**config.mk**
```make
export PLATFORM = sky130hd
export DESIGN_NAME = mains_minute_prescaler
export DESIGN_NICKNAME = d
export VERILOG_FILES = /design/src/rtl/mpre_pkg.sv /design/src/rtl/mpre_sync_edge.sv /design/src/rtl/mpre_div_stage.sv /design/src/rtl/mpre_debounce.sv /design/src/rtl/mains_minute_prescaler.sv
export SDC_FILE = /design/constraint.sdc
export NUM_CORES = 1
export LEC_CHECK = 0
export BUFFER_PORTS_ARGS = -buffer_cell sky130_fd_sc_hd__clkbuf_2
export CAP_MARGIN = 40
export CORE_ASPECT_RATIO = 0.75
export CORE_MARGIN = 4
export CORE_UTILIZATION = 60
export DETAILED_ROUTE_END_ITERATION = 8
export PLACE_DENSITY = 0.75
export SKIP_LAST_GASP = 1
export SYNTH_ARGS = -nofsm -noshare
export SYNTH_HDL_FRONTEND = slang
export SYNTH_SLANG_ARGS = --single-unit
```
**constraint.sdc**
```tcl
create_clock -name clk -period 2.1 [get_ports clk]
set_input_delay 0.42 -clock clk [delete_from_list [all_inputs] [get_ports clk]]
set_output_delay 0.42 -clock clk [all_outputs]
set_load 0.01 [all_outputs]
```
**src/rtl/mpre_pkg.sv**
```systemverilog
// Package: shared constants of the mains minute prescaler.
// Assumes a fixed seven-stage chain; stage moduli never exceed 2**CNT_W.
package mpre_pkg;
    localparam int NUM_STAGES = 7;
    localparam int CNT_W      = 3;
    // Tap positions: the divide-by-2 stages whose count is a square wave.
    localparam int STG_SEC    = 2;
    localparam int STG_HALF   = 3;
    localparam int STG_MIN    = 6;

    // Modulus of each stage: /5 /5 /2 /2 /3 /5 /2 (order sets the duty cycles).
    function automatic int stage_mod(input int idx);
        case (idx)
            0, 1, 5: return 5;
            4:       return 3;
            default: return 2;
        endcase
    endfunction
endpackage

```
**src/rtl/mpre_sync_edge.sv**
```systemverilog
// Two-flop synchronizer followed by a rising-edge detector.
// Assumes the input is slow relative to clk; rise is a one-cycle pulse.
module mpre_sync_edge (
    input  logic clk,
    input  logic rst_n,
    input  logic async_in,
    output logic rise
);
    logic meta_q, sync_q, prev_q;

    // Capture the asynchronous level and remember the previous synced value.
    always_ff @(posedge clk) begin
        if (!rst_n) begin
            meta_q <= 1'b0;
            sync_q <= 1'b0;
            prev_q <= 1'b0;
        end else begin
            meta_q <= async_in;
            sync_q <= meta_q;
            prev_q <= sync_q;
        end
    end

    assign rise = sync_q & ~prev_q;


    rise_single_chk: assert property (@(posedge clk) disable iff (!rst_n)
        rise |=> !rise);
endmodule

```
**src/rtl/mpre_div_stage.sv**
```systemverilog
// One enabled modulo-MOD counter of the divide chain.
// Assumes MOD <= 2**W; wrap is asserted in the enabled cycle that returns to 0.
module mpre_div_stage #(
    parameter int MOD = 5,
    parameter int W   = 3
) (
    input  logic         clk,
    input  logic         rst_n,
    input  logic         en,
    output logic [W-1:0] count,
    output logic         wrap
);
    localparam logic [W-1:0] LAST = W'(MOD - 1);

    assign wrap = en && (count == LAST);

    // Advance on enable, return to zero after the last state.
    always_ff @(posedge clk) begin
        if (!rst_n)   count <= '0;
        else if (wrap) count <= '0;
        else if (en)  count <= count + 1'b1;
    end


    count_range_chk: assert property (@(posedge clk) disable iff (!rst_n)
        count <= LAST);

    hold_when_idle_chk: assert property (@(posedge clk) disable iff (!rst_n)
        !en |=> $stable(count));

    reset_clear_chk: assert property (@(posedge clk)
        $past(!rst_n) |-> (count == '0));
endmodule

```
**src/rtl/mpre_debounce.sv**
```systemverilog
// Debouncer for the set switch: synchronizes, then requires CYCLES
// consecutive differing samples before the output follows.
// Assumes CYCLES >= 2.
module mpre_debounce #(
    parameter int CYCLES = 2_500_000
) (
    input  logic clk,
    input  logic rst_n,
    input  logic raw,
    output logic state
);
    localparam int CW = $clog2(CYCLES + 1);
    localparam logic [CW-1:0] LAST = CW'(CYCLES - 1);

    logic meta_q, sync_q;
    logic [CW-1:0] run_q;

    // Bring the switch level into the clock domain.
    always_ff @(posedge clk) begin
        if (!rst_n) begin
            meta_q <= 1'b0;
            sync_q <= 1'b0;
        end else begin
            meta_q <= raw;
            sync_q <= meta_q;
        end
    end

    // Count consecutive disagreeing samples; flip when the run is long enough.
    always_ff @(posedge clk) begin
        if (!rst_n) begin
            run_q <= '0;
            state <= 1'b0;
        end else if (sync_q == state) begin
            run_q <= '0;
        end else if (run_q == LAST) begin
            run_q <= '0;
            state <= sync_q;
        end else begin
            run_q <= run_q + 1'b1;
        end
    end


    rise_needs_level_chk: assert property (@(posedge clk) disable iff (!rst_n)
        $rose(state) |-> $past(sync_q));

    fall_needs_level_chk: assert property (@(posedge clk) disable iff (!rst_n)
        $fell(state) |-> !$past(sync_q));
endmodule

```
**src/rtl/mains_minute_prescaler.sv**
```systemverilog
// Top: divides synchronized 50 Hz mains edges by 3000 through a chain of
// enabled counters, produces seconds/minute square waves, a pilot drive and
// a one-cycle minute strobe whose source a debounced set switch selects.
// Assumes clk is much faster than mains; PILOT_SLOW picks the 0.5 Hz pilot.
module mains_minute_prescaler #(
    parameter int DEBOUNCE_CYCLES = 2_500_000,
    parameter bit PILOT_SLOW      = 1'b0
) (
    input  logic clk,
    input  logic rst_n,
    input  logic mains_in,
    input  logic set_raw,
    output logic minute_tick,
    output logic minute_sq,
    output logic sec_sq,
    output logic pilot,
    output logic set_active
);
    import mpre_pkg::*;

    logic                  mains_rise;
    logic [NUM_STAGES:0]   stage_en;
    logic [CNT_W-1:0]      stage_cnt [NUM_STAGES];
    logic                  sec_rise, min_rise, tick_q;

    mpre_sync_edge u_sync (
        .clk      (clk),
        .rst_n    (rst_n),
        .async_in (mains_in),
        .rise     (mains_rise)
    );

    mpre_debounce #(.CYCLES(DEBOUNCE_CYCLES)) u_db (
        .clk   (clk),
        .rst_n (rst_n),
        .raw   (set_raw),
        .state (set_active)
    );

    assign stage_en[0] = mains_rise;

    // Divider chain: each stage is enabled by the wrap of the one before.
    for (genvar i = 0; i < NUM_STAGES; i++) begin : g_stage
        mpre_div_stage #(.MOD(stage_mod(i)), .W(CNT_W)) u_div (
            .clk   (clk),
            .rst_n (rst_n),
            .en    (stage_en[i]),
            .count (stage_cnt[i]),
            .wrap  (stage_en[i+1])
        );
    end

    assign sec_sq    = stage_cnt[STG_SEC][0];
    assign minute_sq = stage_cnt[STG_MIN][0];

    // Pilot source chosen at build time.
    if (PILOT_SLOW) begin : g_pilot_slow
        assign pilot = stage_cnt[STG_HALF][0];
    end else begin : g_pilot_fast
        assign pilot = stage_cnt[STG_SEC][0];
    end

    // A divide-by-2 tap rises when it is enabled while at zero.
    assign sec_rise = stage_en[STG_SEC] && !stage_cnt[STG_SEC][0];
    assign min_rise = stage_en[STG_MIN] && !stage_cnt[STG_MIN][0];

    // Register the strobe from the tap the set switch selects.
    always_ff @(posedge clk) begin
        if (!rst_n) tick_q <= 1'b0;
        else        tick_q <= set_active ? sec_rise : min_rise;
    end

    assign minute_tick = tick_q;


    tick_single_chk: assert property (@(posedge clk) disable iff (!rst_n)
        minute_tick |=> !minute_tick);

    tick_normal_src_chk: assert property (@(posedge clk) disable iff (!rst_n)
        (minute_tick && !$past(set_active)) |-> (minute_sq && !$past(minute_sq)));

    tick_fast_src_chk: assert property (@(posedge clk) disable iff (!rst_n)
        (minute_tick && $past(set_active)) |-> (sec_sq && !$past(sec_sq)));

    tick_reset_chk: assert property (@(posedge clk)
        $past(!rst_n) |-> !minute_tick);
endmodule

```
==> flow_metrics.py <==
metrics = {
    "layout": {
        "final_cell_mix": "dfxtp_1 (50), nor2_1 (30), nand2_1 (19), inv_1 (17), a21oi_1 (17)",
        "nets": 309,
        "final_common_cell": "dfxtp_1",
        "utilization": 0.700,
        "seq_area_um2": 1000,
        "fillers": 322,
        "layout-drive-gt1-share": 0.117,
        "num_antenna_cells": 0,
        "multi_input_area_um2": 1270,
        "stdcell_count": 342,
        "area_delta_synth_final_pct": 10.1,
    },
    "power": {
        "p_leak_nw": 0.931,
        "power.density_nw_per_um2": 574,
        "p_seq_frac": 0.638,
        "p_clk_frac": 0.341,
        "intPower_mw": 1.19,
        "p_switching_uw": 306,
        "swShare": 0.204,
        "power_frac_comb": 0.021,
        "peakVddDrop_mv": 0.441,
    },
    "hold_path": {
        "min_from": "mains_in",
        "holdPathStages": 2,
        "hold_end": "u_sync.meta_q",
        "min-delay-path-class": "primary input to flop",
    },
    "drt": {
        "vias": 1889,
        "remaining_drc_errors": 0,
        "dr.pass1.iters": 5,
        "wl_per_cell_um": 13.7,
        "final_antenna_net_count": 0,
        "routed_wl_mm": 4.68,
        "drt_iter0_drc": 134,
        "via_per_inst": 5.52,
    },
    "floorplanning": {
        "start_util": 0.636,
        "ios": 9,
        "fp.dieW_um": 80.6,
        "die_h_um": 62.5,
        "die-area_um2": 5040,
        "core_um2": 3730,
        "rows": 19,
    },
    "timing": {
        "final_hold_viol_count": 0,
        "fin_crit_ps": 1960,
        "fmax_mhz": 511,
        "tns_ps": 0,
        "drv_slew": 0,
        "tightestPinTransition_ps": 499,
        "finalClockSkew_ps": 3.47,
        "rsz0062_at_grt": "no",
        "setup_viol": 0,
        "finalCritPeriodShare": 0.931,
        "slew_headroom": 0.666,
    },
    "clocking": {
        "tritoncts": "done",
        "cts_root_buffer": "clkbuf_8",
        "clock_path_buffers": 2,
        "cts.clk_slew.worst_paths_ps": 80,
        "clkSinkCount": 50,
        "clk_latency_ps": 290,
        "h-tree-depth": 2,
        "cts-buffers-inserted": 5,
    },
    "global_routing": {
        "grt_antenna_before_repair": 0,
        "grt_pass1_vias": 1728,
        "grt_max_degree": 23,
        "track_usage": 0.202,
        "overflow": 0,
        "grt_pass1_wl_mm": 8.18,
    },
    "yosys": {
        "yosys_warnings": 0,
        "syn_area_per_cell_um2": 8.83,
        "syn_inst": 269,
        "synth_nets": 288,
        "ys_ff_latch": 50,
        "synth-edff-count": 0,
        "synthDistinctLibCells": 43,
        "syn-cell-area_um2": 2370,
        "ys_seq_area_frac": 0.421,
        "ys_async_sr_fraction": 0,
        "ys.flop_type": "dfxtp_1",
    },
    "critical_path": {
        "cp.arrival_ps": 2190,
        "rr_startpoint": "u_db.run_q[9]",
        "path_max_fanout": 6,
        "startpoint_type": "flop",
        "endpoint_kind": "flop",
        "r2r-end": "u_db.run_q[21]",
        "required_ps": 2330,
        "critPathKind": "flop to flop",
        "rrSetupSlack_ps": 140,
        "ff2ff_path_depth": 4,
    },
    "place": {
        "gp_congestion": 0.829,
        "port_buffers": 8,
        "dp.cells": 335,
        "hpwl_mm": 3.40,
    },
    "job": {
        "cap_violations": 0,
    },
    "run_status": {
        "outcome": "complete, no violations",
    },
}
==> flip-flops by register name, summed over array words and instances, names as in the netlist <==
name / cells
u_db.run_q: 22
g_stage.u_div.count: 21
minute_tick: 1
u_db.meta_q: 1
u_db.state: 1
u_db.sync_q: 1
u_sync.meta_q: 1
u_sync.prev_q: 1
u_sync.sync_q: 1
==> routing by layer <==
metal  vias to the layer above  share of wire  global-route usage
met3                         5          0.050              0.0476
met1                       863           0.53               0.318
li1                        980              -                   -
met5                         -              0                   0
met2                        41           0.41               0.275
met4                         0         0.0081              0.0443
==> Yosys cell counts, types with 2 or more instances <==
library cell / number / area share
dfxtp_1: 50 / 0.42
nor2_1: 30 / 0.047
nand2_1: 19 / 0.030
a21oi_1: 17 / 0.036
inv_1: 17 / 0.027
xnor2_1: 16 / 0.059
ha_1: 15 / 0.079
o21ai_0: 12 / 0.025
nand3_1: 11 / 0.023
nor4_1: 10 / 0.026
nor3_1: 7 / 0.015
and2_1: 6 / 0.016
nand4_1: 6 / 0.016
or3_1: 5 / 0.013
clkbuf_1: 4 / 0.0063
or4_1: 4 / 0.013
nand2b_1: 3 / 0.0079
nor2b_1: 3 / 0.0079
xor2_1: 3 / 0.011
and3_1: 2 / 0.0053
and4b_1: 2 / 0.0084
buf_6: 2 / 0.0095
mux2i_1: 2 / 0.0084
nand3b_1: 2 / 0.0063
or3_2: 2 / 0.0063
or4_4: 2 / 0.0095
==> critical path, stage by stage, from the launching register on <==
cell and delay (ps):
dfxtp_1 460, nand4_4 160, or4_4 610, or4_4 530, a21oi_2 140
==> cell families (layout without fill, tap and decap cells) <==
kind of cell,Yosys count,after routing,synth area share
xor+xnor,19,19,0.0701
buf+inv,24,45,0.0458
fa+ha+maj,15,15,0.0790
compound gates,39,39,0.0954
flops,50,50,0.421
simple gates,120,120,0.280
mux,2,2,0.00843
==> area by class of cell <==
class / instances / share of cell area
Multi-Input combinational cell: 195 / 0.486
Sequential cell: 50 / 0.383
Timing Repair Buffer: 21 / 0.0527
Clock buffer: 7 / 0.0292
Tap cell: 52 / 0.0249
Inverter: 17 / 0.0244
==> worst max-delay path by stage <==
stage,from,endpoint,slack [ps],depth (start not counted)
after CTS,u_db.run_q[9],u_db.run_q[21],140,4
after detailed placement,u_db.run_q[9],u_db.run_q[21],170,4
after global placement,u_db.run_q[9],u_db.run_q[21],210,4
after global routing,g_stage[4].u_div.count[0],g_stage[6].u_div.count[2],40,7
final,u_db.run_q[9],u_db.run_q[21],140,4
after floorplan,g_stage[0].u_div.count[0],g_stage[6].u_div.count[0],260,7
==> stage by stage <==
step	setup WS, ps	hold slack, ps	cell area (µm²)	power [mW]
detailed placement	168	425	2530	1.01
floorplan	263	412	2370	1.00
global placement	206	417	2530	1.01
CTS	143	321	2610	1.52
finish	144	332	2610	1.50
global route	36.0	317	2610	1.58
==> power groups by stage <==
stage               Clock (mW)  Sequential [mW]  Combinational, mW
floorplan                    0            0.978             0.0215
global placement             0            0.979             0.0311
detailed placement           0            0.979             0.0319
CTS                      0.526            0.957             0.0320
global route             0.585            0.958             0.0361
finish                   0.511            0.957             0.0321
==> timing repair <==
action | CTS | global route
setup endpoints to repair | 0 | 2
setup buffers | 0 | 0
hold buffers | 0 | 0
resized for setup | 0 | 1
endpoints found under the hold margin | 0 | 0
(Power assumes the default switching activity.)
